**config.mk**
```make
export PLATFORM = sky130hd
export DESIGN_NAME = mcc_ctrl
export DESIGN_NICKNAME = d
export VERILOG_FILES = /design/src/rtl/mcc_pkg.sv /design/src/rtl/mcc_seq.sv /design/src/rtl/mcc_strobes.sv /design/src/rtl/mcc_exc_regs.sv /design/src/rtl/mcc_ctrl.sv
export SDC_FILE = /design/constraint.sdc
export NUM_CORES = 1
export LEC_CHECK = 0
export BUFFER_PORTS_ARGS = -buffer_cell sky130_fd_sc_hd__buf_2
export CAP_MARGIN = 20
export CORE_ASPECT_RATIO = 1.4
export CORE_MARGIN = 4
export CORE_UTILIZATION = 45
export DETAILED_ROUTE_END_ITERATION = 8
export GPL_TIMING_DRIVEN = 0
export PLACE_DENSITY_LB_ADDON = 0.2
export SYNTH_ARGS = -nofsm -noshare
export SYNTH_HDL_FRONTEND = slang
export SYNTH_HIERARCHICAL = 1
export SYNTH_SLANG_ARGS = --single-unit
```
**constraint.sdc**
```tcl
create_clock -name clk -period 2.27 [get_ports clk]
set_input_delay 0.1135 -clock clk [delete_from_list [all_inputs] [get_ports clk]]
set_output_delay 0.1135 -clock clk [all_outputs]
set_load 0.03 [all_outputs]
```
**src/rtl/mcc_pkg.sv**
```systemverilog
package mcc_pkg;

  localparam int OP_W = 6;

  typedef enum logic [3:0] {
    ST_FETCH   = 4'd0,
    ST_DECODE  = 4'd1,
    ST_ADDR    = 4'd2,
    ST_LDMEM   = 4'd3,
    ST_LDWB    = 4'd4,
    ST_STMEM   = 4'd5,
    ST_REXEC   = 4'd6,
    ST_RWB     = 4'd7,
    ST_BRANCH  = 4'd8,
    ST_EXC_UND = 4'd9,
    ST_EXC_OVF = 4'd10
  } mcc_state_e;

  typedef enum logic [2:0] {
    CL_RTYPE, CL_LOAD, CL_STORE, CL_BRANCH, CL_UNDEF
  } mcc_class_e;

  localparam logic [OP_W-1:0] OPC_RTYPE = 6'h00;
  localparam logic [OP_W-1:0] OPC_LOAD  = 6'h23;
  localparam logic [OP_W-1:0] OPC_STORE = 6'h2B;
  localparam logic [OP_W-1:0] OPC_BEQ   = 6'h04;

  typedef struct packed {
    logic       pc_write;
    logic       pc_write_cond;
    logic       iord;
    logic       mem_read;
    logic       mem_write;
    logic       ir_write;
    logic       mem_to_reg;
    logic       reg_dst;
    logic       reg_write;
    logic       alu_src_a;
    logic [1:0] alu_src_b;
    logic [1:0] alu_op;
    logic [1:0] pc_src;
    logic       epc_write;
    logic       cause_write;
    logic       int_cause;
  } mcc_ctrl_t;

  function automatic mcc_class_e op_class(input logic [OP_W-1:0] op);
    case (op)
      OPC_RTYPE: return CL_RTYPE;
      OPC_LOAD:  return CL_LOAD;
      OPC_STORE: return CL_STORE;
      OPC_BEQ:   return CL_BRANCH;
      default:   return CL_UNDEF;
    endcase
  endfunction

endpackage

```
**src/rtl/mcc_seq.sv**
```systemverilog
module mcc_seq
  import mcc_pkg::*;
(
  input  logic                 clk,
  input  logic                 rst_n,
  input  logic [OP_W-1:0]      opcode,
  input  logic                 overflow,
  output mcc_state_e           state,
  output logic                 ovf_taken
);

  mcc_state_e nxt;
  mcc_class_e cls;

  assign cls       = op_class(opcode);
  assign ovf_taken = (state == ST_REXEC) && overflow;

  always_comb begin
    nxt = ST_FETCH;
    case (state)
      ST_FETCH:  nxt = ST_DECODE;
      ST_DECODE: begin
        case (cls)
          CL_LOAD, CL_STORE: nxt = ST_ADDR;
          CL_RTYPE:          nxt = ST_REXEC;
          CL_BRANCH:         nxt = ST_BRANCH;
          default:           nxt = ST_EXC_UND;
        endcase
      end
      ST_ADDR:   nxt = (cls == CL_LOAD) ? ST_LDMEM : ST_STMEM;
      ST_LDMEM:  nxt = ST_LDWB;
      ST_REXEC:  nxt = ovf_taken ? ST_EXC_OVF : ST_RWB;
      default:   nxt = ST_FETCH;
    endcase
  end

  always_ff @(posedge clk or negedge rst_n) begin
    if (!rst_n) state <= ST_FETCH;
    else        state <= nxt;
  end

endmodule

```
**src/rtl/mcc_strobes.sv**
```systemverilog
module mcc_strobes
  import mcc_pkg::*;
(
  input  mcc_state_e state,
  output mcc_ctrl_t  ctrl
);

  always_comb begin
    ctrl = '0;
    case (state)
      ST_FETCH: begin
        ctrl.mem_read  = 1'b1;
        ctrl.ir_write  = 1'b1;
        ctrl.alu_src_b = 2'b01;
        ctrl.pc_write  = 1'b1;
      end
      ST_DECODE:  ctrl.alu_src_b = 2'b11;
      ST_ADDR: begin
        ctrl.alu_src_a = 1'b1;
        ctrl.alu_src_b = 2'b10;
      end
      ST_LDMEM: begin
        ctrl.mem_read = 1'b1;
        ctrl.iord     = 1'b1;
      end
      ST_LDWB: begin
        ctrl.reg_write  = 1'b1;
        ctrl.mem_to_reg = 1'b1;
      end
      ST_STMEM: begin
        ctrl.mem_write = 1'b1;
        ctrl.iord      = 1'b1;
      end
      ST_REXEC: begin
        ctrl.alu_src_a = 1'b1;
        ctrl.alu_op    = 2'b10;
      end
      ST_RWB: begin
        ctrl.reg_write = 1'b1;
        ctrl.reg_dst   = 1'b1;
      end
      ST_BRANCH: begin
        ctrl.alu_src_a     = 1'b1;
        ctrl.alu_op        = 2'b01;
        ctrl.pc_write_cond = 1'b1;
        ctrl.pc_src        = 2'b01;
      end
      ST_EXC_UND, ST_EXC_OVF: begin
        ctrl.epc_write   = 1'b1;
        ctrl.cause_write = 1'b1;
        ctrl.pc_write    = 1'b1;
        ctrl.pc_src      = 2'b11;
        ctrl.int_cause   = (state == ST_EXC_OVF);
      end
      default: ctrl = '0;
    endcase
  end

endmodule

```
**src/rtl/mcc_exc_regs.sv**
```systemverilog
module mcc_exc_regs #(
  parameter int XLEN    = 32,
  parameter int PC_STEP = 4
) (
  input  logic            clk,
  input  logic            rst_n,
  input  logic            epc_write,
  input  logic            cause_write,
  input  logic            int_cause,
  input  logic [XLEN-1:0] pc_in,
  output logic [XLEN-1:0] epc,
  output logic [XLEN-1:0] cause
);

  function automatic logic [XLEN-1:0] restart_addr(input logic [XLEN-1:0] pc);
    return pc - XLEN'(PC_STEP);
  endfunction

  function automatic logic [XLEN-1:0] cause_word(input logic code);
    return {{(XLEN-1){1'b0}}, code};
  endfunction

  always_ff @(posedge clk or negedge rst_n) begin
    if (!rst_n) begin
      epc   <= '0;
      cause <= '0;
    end else begin
      if (epc_write)   epc   <= restart_addr(pc_in);
      if (cause_write) cause <= cause_word(int_cause);
    end
  end

endmodule

```
**src/rtl/mcc_ctrl.sv**
```systemverilog
module mcc_ctrl
  import mcc_pkg::*;
#(
  parameter int              XLEN         = 32,
  parameter int              PC_STEP      = 4,
  parameter logic [XLEN-1:0] HANDLER_ADDR = 32'h8000_0180
) (
  input  logic            clk,
  input  logic            rst_n,
  input  logic [5:0]      opcode,
  input  logic            overflow,
  input  logic [XLEN-1:0] pc_in,
  output logic            pc_write,
  output logic            pc_write_cond,
  output logic            iord,
  output logic            mem_read,
  output logic            mem_write,
  output logic            ir_write,
  output logic            mem_to_reg,
  output logic            reg_dst,
  output logic            reg_write,
  output logic            alu_src_a,
  output logic [1:0]      alu_src_b,
  output logic [1:0]      alu_op,
  output logic [1:0]      pc_src,
  output logic            epc_write,
  output logic            cause_write,
  output logic            int_cause,
  output logic [3:0]      state_code,
  output logic [XLEN-1:0] epc_out,
  output logic [XLEN-1:0] cause_out,
  output logic [XLEN-1:0] handler_pc
);

  mcc_state_e state;
  mcc_ctrl_t  ctrl;
  logic       ovf_taken;

  mcc_seq u_seq (
    .clk       (clk),
    .rst_n     (rst_n),
    .opcode    (opcode),
    .overflow  (overflow),
    .state     (state),
    .ovf_taken (ovf_taken)
  );

  mcc_strobes u_strobes (
    .state (state),
    .ctrl  (ctrl)
  );

  mcc_exc_regs #(.XLEN(XLEN), .PC_STEP(PC_STEP)) u_exc (
    .clk         (clk),
    .rst_n       (rst_n),
    .epc_write   (ctrl.epc_write),
    .cause_write (ctrl.cause_write),
    .int_cause   (ctrl.int_cause),
    .pc_in       (pc_in),
    .epc         (epc_out),
    .cause       (cause_out)
  );

  assign pc_write      = ctrl.pc_write;
  assign pc_write_cond = ctrl.pc_write_cond;
  assign iord          = ctrl.iord;
  assign mem_read      = ctrl.mem_read;
  assign mem_write     = ctrl.mem_write;
  assign ir_write      = ctrl.ir_write;
  assign mem_to_reg    = ctrl.mem_to_reg;
  assign reg_dst       = ctrl.reg_dst;
  assign reg_write     = ctrl.reg_write;
  assign alu_src_a     = ctrl.alu_src_a;
  assign alu_src_b     = ctrl.alu_src_b;
  assign alu_op        = ctrl.alu_op;
  assign pc_src        = ctrl.pc_src;
  assign epc_write     = ctrl.epc_write;
  assign cause_write   = ctrl.cause_write;
  assign int_cause     = ctrl.int_cause;
  assign state_code    = state;
  assign handler_pc    = HANDLER_ADDR;

endmodule

```
# After elaboration in Yosys (flattened, before gate mapping)
# Cells that the tools add are included.
dict set report word_totals {
  regBits 37
  inputBits 41
  out_inout_bits 119
  word_cells 50
}
dict set report op_classes {
  add_sub_neg 1
  eq_ne 16
  muxes 19
  reduce_logical 11
}
# cell n
set ops {}
lappend ops {{$sub A32 B3 Y32 const B} 1}
lappend ops {{$pmux W4 S5} 1}
lappend ops {{$eq A4 B3 Y1 const B} 4}
lappend ops {{$eq A4 B4 Y1 const B} 3}
lappend ops {{$eq A6 B6 Y1 const B} 2}
lappend ops {{$pmux W3 S4} 1}
lappend ops {{$pmux W4 S3} 1}
lappend ops {{$mux W1} 10}
lappend ops {{$reduce_or A2 Y1} 5}
lappend ops {{$eq A4 B2 Y1 const B} 2}
lappend ops {{$pmux W2 S2} 2}
lappend ops {{$eq A3 B2 Y1 const B} 2}
lappend ops {{$eq A6 B3 Y1 const B} 1}
lappend ops {{$logic_not A6 Y1} 1}
lappend ops {{$mux W3} 2}
lappend ops {{$pmux W2 S3} 1}
lappend ops {{$reduce_or A3 Y1} 2}
lappend ops {{$eq A4 B1 Y1 const B} 1}
lappend ops {{$logic_not A4 Y1} 1}
lappend ops {{$mux W4} 1}
lappend ops {{$eq A3 B1 Y1 const B} 1}
lappend ops {{$logic_not A3 Y1} 1}
lappend ops {{$logic_and A1 B1 Y1} 1}

# Logic depth before layout (Yosys ltp)
# Gate-level depths: netlist (run 1).
dict set report depth {
  word_depth 6
  depth_mapped 8
  mapped_depth_nobuf 6
}

# Cells and area by module
# Netlist (run 1), hierarchy kept.
# mod n_inst cells_per_inst area_each_um2 seq_area_each_um2
set modules_own_cells {}
lappend modules_own_cells {mcc_exc_regs 1 225 2006.9 825.8}
lappend modules_own_cells {mcc_seq 1 29 275.3 100.1}
lappend modules_own_cells {mcc_ctrl 1 34 247.7 0.0}
lappend modules_own_cells {mcc_strobes 1 34 226.5 0.0}

# Worst setup path after synthesis (run 1)
# No wires, ideal clock.
dict set report synth_timing {
  path_type {register to register}
  start {register u_seq.state[3]}
  end {register u_exc.epc[22]}
  setup_ns 0.069
  arrival_ns 2.563
  required_time_ns 2.201
  path_slack_ns -0.361
  stages_incl_launch_ff 9
  path_buffers 4
  period_less_slack_ns 2.631
  cell_sequence {dfrtp_1 > buf_2 > nand2b_1 > nor2_1 > buf_4 > buf_1 > clkbuf_1 > o211ai_1 > nand3_1}
}
dict set report synth_via {
  elab_chain_len 3
  word_cells_on_any_way 4
  classes_between {eq/ne: 2; mux: 1; reduce/logical: 1}
}
# element line_no
set synth_lines {}
lappend synth_lines {{start: declaration} mcc_seq.sv:8} ;# output mcc_state_e state,
lappend synth_lines {{start signal: assignment} mcc_seq.sv:39} ;# else state <= nxt;
lappend synth_lines {{$eq A4 B4 Y1} mcc_strobes.sv:10} ;# case (state)
lappend synth_lines {{$reduce_or A2 Y1 (*)} mcc_strobes.sv:10}
lappend synth_lines {{$mux W3 (*)} mcc_strobes.sv:10}
lappend synth_lines {{via epc_write} mcc_ctrl.sv:26} ;# output logic epc_write,
lappend synth_lines {{end signal: assignment} mcc_exc_regs.sv:28} ;# if (epc_write) epc <= restart_addr(pc_in);
lappend synth_lines {{end: declaration} mcc_exc_regs.sv:11} ;# output logic [XLEN-1:0] epc,
# The timed path passes the listed nets; every way through them passes the cells marked *.
# A chain may end at the register's enable or synchronous reset.

# Worst setup path after layout (run 1)
dict set report layout_timing {
  start {input pc_in[2]}
  end {register u_exc.epc[27]}
}
dict set report layout_via {
  elab_chain_len 1
}
# element line_no
set layout_lines {}
lappend layout_lines {{start: declaration} mcc_ctrl.sv:12} ;# input logic [XLEN-1:0] pc_in,
lappend layout_lines {{$sub A32 B3 Y32} mcc_exc_regs.sv:16} ;# return pc - XLEN'(PC_STEP);
# No other way between the ends.

==> flow_summary.toml, run 1 <==
[critical_path]
crit_path_end_kind = "flop"
cp_max_fo = 9
startpoint_type = "input port"
cp_data_required_time_ns = 2.48
cp.arrival_ns = 2.27
worstSetupPathType = "input port to flop"

[routing]
firstDrtPassIters = 4
drc = 0
wl_per_cell_um = 12.6
routed_wl_um = 7030
drtIter0Drc = 54
vias = 2682
via_per_inst = 4.82
ant_nets = 0

[cells_and_area]
syn_to_final_growth_pct = 34.5
final_area_mm2 = 0.00371
drive_gt1_share_pct = 39.6
utilization_pct = 62.8
nNetsFinal = 528
diodes = 0

[timing]
tightestPinTransition_ns = 0.830
fin_ws_ns = 0.213
drv_slew = 0
skew_ns = 0.00465
max_freq_mhz = 486
max-slew-margin-rel_pct = 44.1
hold_viol = 0
rsz0062_at_grt = "false"
setup_viol = 0
hold_ws_ns = 0.0473
min_period_ns = 2.06
setup_tns_ns = 0
period_share_pct = 90.6

[cts]
clk_latency_ns = 0.29
path_clk_slew_ns = 0.08
cts_setup_buffers = 0
cts_tree = "built"
htree_levels = 2
clock-sinks = 37
numCtsBuffers = 5
cts_buffer_depth = 2
cts_root_buf = "clkbuf_8"

[placed_design]
place_congestion = 0.834
io_buffers = 96
place_ws_ns = -0.0930
place_area_mm2 = 0.00356
dp_hpwl_um = 5690

[hold_path]
min_path_type = "input port to flop"

[synthesis]
synth_warnings = 6
async_reset_ff_share_pct = 100
synth.distinct_cells = 44
synth_seq_cells = 37
synth_top_family_by_area = "simple AND/OR/NAND/NOR gates"
syn_inst = 322
synth_compound_area_share_pct = 13.5
netlist_area_mm2 = 0.00276
ys_seq_area_share_pct = 33.6
ys.flop_type = "dfrtp_1"
synth_edf_count = 0
yosysMostFrequentCell = "buf_4"
synth_top_area_share_pct = 33.6
synth_area_leaders = "dfrtp_1 (34%), buf_4 (18%), or4_1 (5.2%), nor2_1 (4.9%), a31oi_1 (3.9%)"
synth.avg_cell_area_um2 = 8.56
yosys.area_share.adder_pct = 0.454
synthMuxAreaShare_pct = 1.63
synth.top_cells.by_count = "buf_4 (67), dfrtp_1 (37), nor2_1 (36)"
synth_top_area_cell = "dfrtp_1"
synth-simple-area-share_pct = 24.9
synth_xor_area_share_pct = 4.13

[floorplan]
die_y_um = 101
ios = 160
core_area_mm2 = 0.00590
initial_core_util_pct = 46.7
row_count = 33
die-width_um = 74.1
dieArea_mm2 = 0.00746

[power]
leakage_nw = 1.84
p_per_area_mw_per_mm2 = 1160
peakVddDrop_v = 0.000711

[flow_run]
cap_violations = 0

[grt]
antenna_found_initial = 0
grt_max_degree = 38
overflow = 0
grt_usage_pct = 18.5
grt_pass1_wl_um = 11100
first_global_vias = 2436

[run_status]
status = "finished, final reports clean"
placed cells by master, fill, tap and decap left out, types with 6 or more instances in the layout:
| master | Yosys | final |
|---|---|---|
| nor3_1 | 10 | 10 |
| o31ai_1 | 12 | 12 |
| or4_1 | 19 | 19 |
| xnor2_1 | 9 | 9 |
| conb_1 | 3 | 63 |
| buf_4 | 67 | 67 |
| o21ai_0 | 7 | 7 |
| nor2_1 | 36 | 35 |
| a31oi_1 | 17 | 17 |
| dfrtp_1 | 37 | 36 |
| a21oi_1 | 13 | 13 |
| nor4_1 | 7 | 7 |
| or3_1 | 11 | 11 |
| buf_2 | 4 | 100 |
| clkbuf_1 | 9 | 6 |
| nand2_1 | 6 | 6 |
power breakdown:
| part | internal, mW | switching (mW) |
|---|---|---|
| combinational | 0.757 | 1.69 |
| clock | 0.437 | 0.248 |
| sequential | 0.966 | 0.184 |
worst max-delay path: stages:
cell and delay [ns]:
buf_2 0.11, or4_1 0.63, or4_1 0.53, buf_2 0.18, or4_1 0.50, a31oi_1 0.19
what timing repair did:
action,in CTS,in global routing
resized for setup,1,1
endpoints found under the hold margin,37,0
pin swaps,0,0
setup endpoints to repair,10,30
hold buffers,1,0
routing by layer:
metal | global-route usage (%) | wire, µm | up-vias
met5 | 0 | 0 | -
met1 | 21.4 | 2600 | 1189
met3 | 5.49 | 787 | 6
met2 | 32.9 | 3590 | 129
met4 | 4.60 | 59 | 0
li1 | - | - | 1358
sequential cells by signal, summed over array words and instances (netlist names):
signal       count
u_exc/epc       32
u_seq/state      4
u_exc/cause      1
layout make-up:
cell class	count	area [µm²]
fillers	529	2200
multi-input cells	258	1470
flip-flops and latches	37	927
plain buffers	82	577
repair buffers	97	490
well taps	70	87.6
clock buffers	5	68.8
clock inverters	3	65.1
inverters	5	18.8
final timing paths:
check | startpoint | to | slack, ns | depth (start not counted)
setup / recovery | pc_in[2] | u_exc/epc[27] | 0.21 | 6
hold / removal | pc_in[0] | u_exc/epc[0] | 0.05 | 2
setup reg to reg | u_seq/state[2] | u_exc/epc[18] | 0.22 | 7
hold reg to reg | u_exc/epc[3] | u_exc/epc[3] | 0.49 | 2
max in group asynchronous | rst_n | u_seq/state[3] | 1.22 | 2
min in group asynchronous | rst_n | u_exc/epc[4] | 0.47 | 2
stage by stage:
stage | cells | power, mW
4_1_cts | 557 | 4.32
3_5_place_dp | 548 | 3.63
3_3_place_gp | 548 | 3.58
5_1_grt | 557 | 4.56
2_1_floorplan | 382 | 2.92
6_report | 557 | 4.29
cell families after synthesis:
group                    Yosys count
adder cells (fa/ha/maj)            1
buffers and inverters             87
AND/OR/NAND/NOR                  120
XOR/XNOR                          13
multiplexers                       4
AO/OA/AOI/OAI                     57
other                              3
flip-flops                        37
(Power assumes the default switching activity.)
==> inputs of run 2 (changes only) <==
Settings changed: REMOVE_ABC_BUFFERS set to 1.
==> flow_summary.toml, run 2 (synthesis gave the netlist of run 1 again) <==
[critical_path]
cp_num_buf_inv = 2
path_cells = "nand2b_1, nor2_4, buf_12, inv_1, or4_1, nand3_1"
cp.arrival_ns = 2.33
cp_max_fo = 47
startpoint_type = "flop"
rrSetupSlack_ns = 0.16
cpMaxStageDelayCell = "dfrtp_1"
worstReg2RegStart = "u_seq/state[3]"
cp_data_required_time_ns = 2.49
slowest_delay_ns = 0.64
critPathTopFamily = "simple AND/OR/NAND/NOR gates"
r2r-end = "u_exc/epc[22]"
worstSetupPathType = "flop to flop"
crit_path_end_kind = "flop"
reg2regPathDepth = 6

[cells_and_area]
drive_gt1_share_pct = 29.1
largest_reg_flops = 32
top_register = "u_exc/epc"
multi_input_area_mm2 = 0.00147
final_cells = 476
final-seq-area_um2 = 928
nNetsFinal = 448
diodes = 0
final.fill_count = 588
reg.largest.list = "u_exc/epc x32, u_seq/state x4, u_exc/cause x1"
syn_to_final_growth_pct = 12.9
utilization_pct = 52.7
layout_commonest_cell = "buf_2"
layout_common_cells = "buf_2 (96), conb_1 (63), nor2_1 (35), dfrtp_1 (35), or4_1 (19)"

[cts]
htree_levels = 2
clk_latency_ns = 0.28
clock-sinks = 37
cts_buffer_depth = 2
numCtsBuffers = 5
path_clk_slew_ns = 0.07
cts_root_buf = "clkbuf_8"
cts_tree = "built"

[power]
finalPower_mw = 3.89
leakage_nw = 1.43
p_clk_share_pct = 11.8
peakVddDrop_v = 0.000697
p_comb_share_pct = 57.5
internal_power_mw = 1.86
p_per_area_mw_per_mm2 = 1250
p_seq_share_pct = 30.7
power.switching_mw = 2.02
switching_share_pct = 52.0

[grt]
overflow = 0
busiest_layer = "met2"
grt_max_degree = 48
grt_usage_pct = 16.6
antenna_found_initial = 0
grt_use_met1_pct = 20.7
grt_pass1_wl_um = 9850
use_met3_pct = 4.39
first_global_vias = 2106
grtUsageMet2_pct = 28.1

[floorplan]
die_y_um = 101
die-width_um = 74.1
row_count = 33
core_area_mm2 = 0.00590
dieArea_mm2 = 0.00746
initial_core_util_pct = 46.7
ios = 160

[timing]
min_period_ns = 2.11
hold_viol = 0
period_share_pct = 92.9
skew_ns = 0.00431
setup_viol = 0
max-slew-margin-rel_pct = 43.7
hold_ws_ns = 0.0598
drv_slew = 0
tightestPinTransition_ns = 0.844
max_freq_mhz = 474
rsz0062_at_grt = "false"

[routing]
via_per_inst = 5.09
vias = 2425
wl_per_cell_um = 13.4
firstDrtPassIters = 4
drc = 0
routed_wl_um = 6370
ant_nets = 0
drtIter0Drc = 63

[hold_path]
hold_depth = 2
min_from = "pc_in[0]"
min_path_type = "input port to flop"
min_to = "u_exc/epc[0]"

[run_status]
status = "finished, final reports clean"

[placed_design]
place_congestion = 0.799
io_buffers = 96
placedCellCount = 467
dp_hpwl_um = 4950

[flow_run]
cap_violations = 0
[run 2: changes by cell type in the layout (fill, tap and decap cells not counted), sizes merged]
cell / change
bufinv: -2
buf: -70
clkbuf: -8
clkinv: -1
[run 2: per-stage QoR]
step	area [µm²]	setup TNS, ns	setup slack [ns]
final	3110	0	0.161
after global routing	3110	0	0.0344
after CTS	3110	0	0.180
after detailed placement	3010	-0.472	-0.148
after global placement	2980	-69.78	-2.67
after floorplan	2410	-74.93	-2.84
[run 2: worst max path at each step]
stage,startpoint,end,slack [ns],cells past startpoint
2_1_floorplan,u_seq/state[1],u_exc/epc[22],-2.84,5
3_3_place_gp,u_seq/state[1],u_exc/epc[22],-2.67,5
3_5_place_dp,u_seq/state[1],u_exc/epc[22],-0.15,6
4_1_cts,u_seq/state[3],u_exc/epc[22],0.18,6
5_1_grt,u_seq/state[3],u_exc/epc[22],0.03,6
6_report,u_seq/state[3],u_exc/epc[22],0.16,6
[run 2: power groups by stage]
stage	Clock, mW	Sequential [mW]	Combinational, mW
floorplan	0	1.78	0.996
global placement	0	1.19	2.20
detailed placement	0	1.21	2.24
CTS	0.479	1.20	2.25
global route	0.513	1.25	2.41
finish	0.459	1.19	2.23
[run 2: worst reg2reg max path, cell delays in order (launching register included)]
cell and delay [ns]:
dfrtp_1 0.64, nand2b_1 0.27, nor2_4 0.18, buf_12 0.23, inv_1 0.13, or4_1 0.51, nand3_1 0.09
[run 2: routing by layer]
layer | part of all wire, % | routed length (µm)
met5 | 0 | 0
met4 | 0.86 | 55
met3 | 11 | 672
met2 | 49 | 3120
met1 | 40 | 2520
[run 2: area by class of cell]
type	count	share of cell area, %
clock buffer	7	2.77
inverter	5	0.603
multi-input combinational	258	47.3
sequential	37	29.8
tap	70	2.81
timing repair buffer	99	16.6
[run 2: timing repair]
item / 4_1_cts / 5_1_grt
endpoints found under the hold margin: 37 / 0
hold buffers: 1 / 0
buffers inserted: 1 / 0
gates resized for setup: 2 / 0
setup endpoints to repair: 4 / 0
==> inputs of run 3 (changes only) <==
Settings changed: PLACE_DENSITY set to 0.94, PLACE_DENSITY_LB_ADDON 0.2 to not set.
Clock period 2.27 ns to 2.1 ns, I/O delays scaled along.
==> flow_summary.toml, run 3 (synthesis gave the netlist of run 1 again) <==
[routing]
drtIter0Drc = 103
wl_per_cell_um = 14.2
via_per_inst = 5.23
ant_nets = 0
routed_wl_um = 6770
vias = 2495
firstDrtPassIters = 4
drc = 0

[critical_path]
crit_path_end_kind = "flop"
worstSetupPathType = "input port to flop"
slowest_delay_ns = 0.67
path_cells = "buf_2, or4_1, or4_4, or4_1, a31oi_1"
startpoint_type = "input port"
cp_data_required_time_ns = 2.30
critPathLaunch = "pc_in[7]"
reg2regPathDepth = 6
crit_path_end = "u_exc/epc[25]"
critPathTopFamily = "simple AND/OR/NAND/NOR gates"
cp.arrival_ns = 2.20
rrSetupSlack_ns = 0.12
r2r-end = "u_exc/epc[22]"
cp_num_buf_inv = 1
worstReg2RegStart = "u_seq/state[2]"
cp_max_fo = 9
cpMostUsedCell = "or4_1"
path_depth = 5
cpMaxStageDelayCell = "or4_1"

[grt]
overflow = 0
antenna_found_initial = 0
grt_pass1_wl_um = 10300
grt_max_degree = 49
grt_usage_pct = 17.3
first_global_vias = 2247

[floorplan]
die-width_um = 74.1
die_y_um = 101
row_count = 33
ios = 160
core_area_mm2 = 0.00590
initial_core_util_pct = 46.7
dieArea_mm2 = 0.00746

[timing]
rsz0062_at_grt = "false"
fin_ws_ns = 0.101
hold_ws_ns = 0.0594
hold_viol = 0
drv_slew = 0
tightestPinTransition_ns = 0.856
period_share_pct = 95.2
min_period_ns = 2.00
skew_ns = 0.00942
setup_tns_ns = 0
setup_viol = 0
max_freq_mhz = 500
max-slew-margin-rel_pct = 42.9

[run_status]
status = "finished, final reports clean"

[cts]
cts_buffer_depth = 2
cts_root_buf = "clkbuf_8"
path_clk_slew_ns = 0.07
htree_levels = 2
numCtsBuffers = 5
cts_tree = "built"
clk_latency_ns = 0.29
clock-sinks = 37

[placed_design]
io_buffers = 96
dp_hpwl_um = 5260
place_congestion = 0.808
placedCellCount = 467
place_area_mm2 = 0.00301
place_ws_ns = -0.334

[cells_and_area]
largest_reg_flops = 32
drive_gt1_share_pct = 31.0
top_register = "u_exc/epc"
final_area_mm2 = 0.00315
reg.largest.list = "u_exc/epc x32, u_seq/state x4, u_exc/cause x1"
final_cells = 477
layout_commonest_cell = "buf_2"
layout_common_cells = "buf_2 (96), conb_1 (63), nor2_1 (35)"
final.fill_count = 563
syn_to_final_growth_pct = 14.2
utilization_pct = 53.3
nNetsFinal = 448
diodes = 0

[power]
peakVddDrop_v = 0.000507
p_per_area_mw_per_mm2 = 1360
finalPower_mw = 4.29
leakage_nw = 1.44

[flow_run]
cap_violations = 0

[hold_path]
min_path_type = "input port to flop"
[run 3: layout make-up]
class / count / area (µm²) / area share [%]
Tap cell: 70 / 87.6 / 2.78
Sequential cell: 37 / 931 / 29.6
Multi-Input combinational cell: 258 / 1490 / 47.4
Clock inverter: 1 / 5.00 / 0.159
Timing Repair Buffer: 99 / 518 / 16.5
Inverter: 5 / 18.8 / 0.596
Clock buffer: 7 / 96.3 / 3.06
[run 3: what timing repair did]
item | in CTS | in global routing
hold buffers | 1 | 0
resized for setup | 5 | 3
endpoints found under the setup margin | 6 | 6
pin swaps | 1 | 0
hold endpoints to repair | 37 | 0
buffers inserted | 1 | 0
[run 3: how the worst min path moves through the flow]
| stage | from | to | slack, ns | cells past startpoint |
|---|---|---|---|---|
| 6_report | pc_in[0] | u_exc/epc[0] | 0.06 | 2 |
| 5_1_grt | pc_in[0] | u_exc/epc[0] | 0.06 | 2 |
| 4_1_cts | pc_in[0] | u_exc/epc[0] | 0.05 | 2 |
| 3_5_place_dp | rst_n | u_exc/epc[29] | 0.27 | 1 |
| 3_3_place_gp | rst_n | u_exc/epc[27] | 0.25 | 1 |
| 2_1_floorplan | rst_n | u_exc/cause[0] | -0.19 | 0 |
[run 3: power by group]
group / internal [mW] / leakage, nW / total [mW] / switching [mW]
clock: 0.297 / 0.0542 / 0.551 / 0.254
sequential: 1.05 / 0.416 / 1.29 / 0.247
combinational: 0.714 / 0.966 / 2.44 / 1.73
[run 3: routing by layer]
layer / GRT usage, % / routed length [µm] / up-vias
li1: - / - / 1200
met1: 18.8 / 2460 / 1171
met2: 33.1 / 3580 / 116
met3: 3.19 / 651 / 8
met4: 4.60 / 76 / 0
met5: 0 / 0 / -
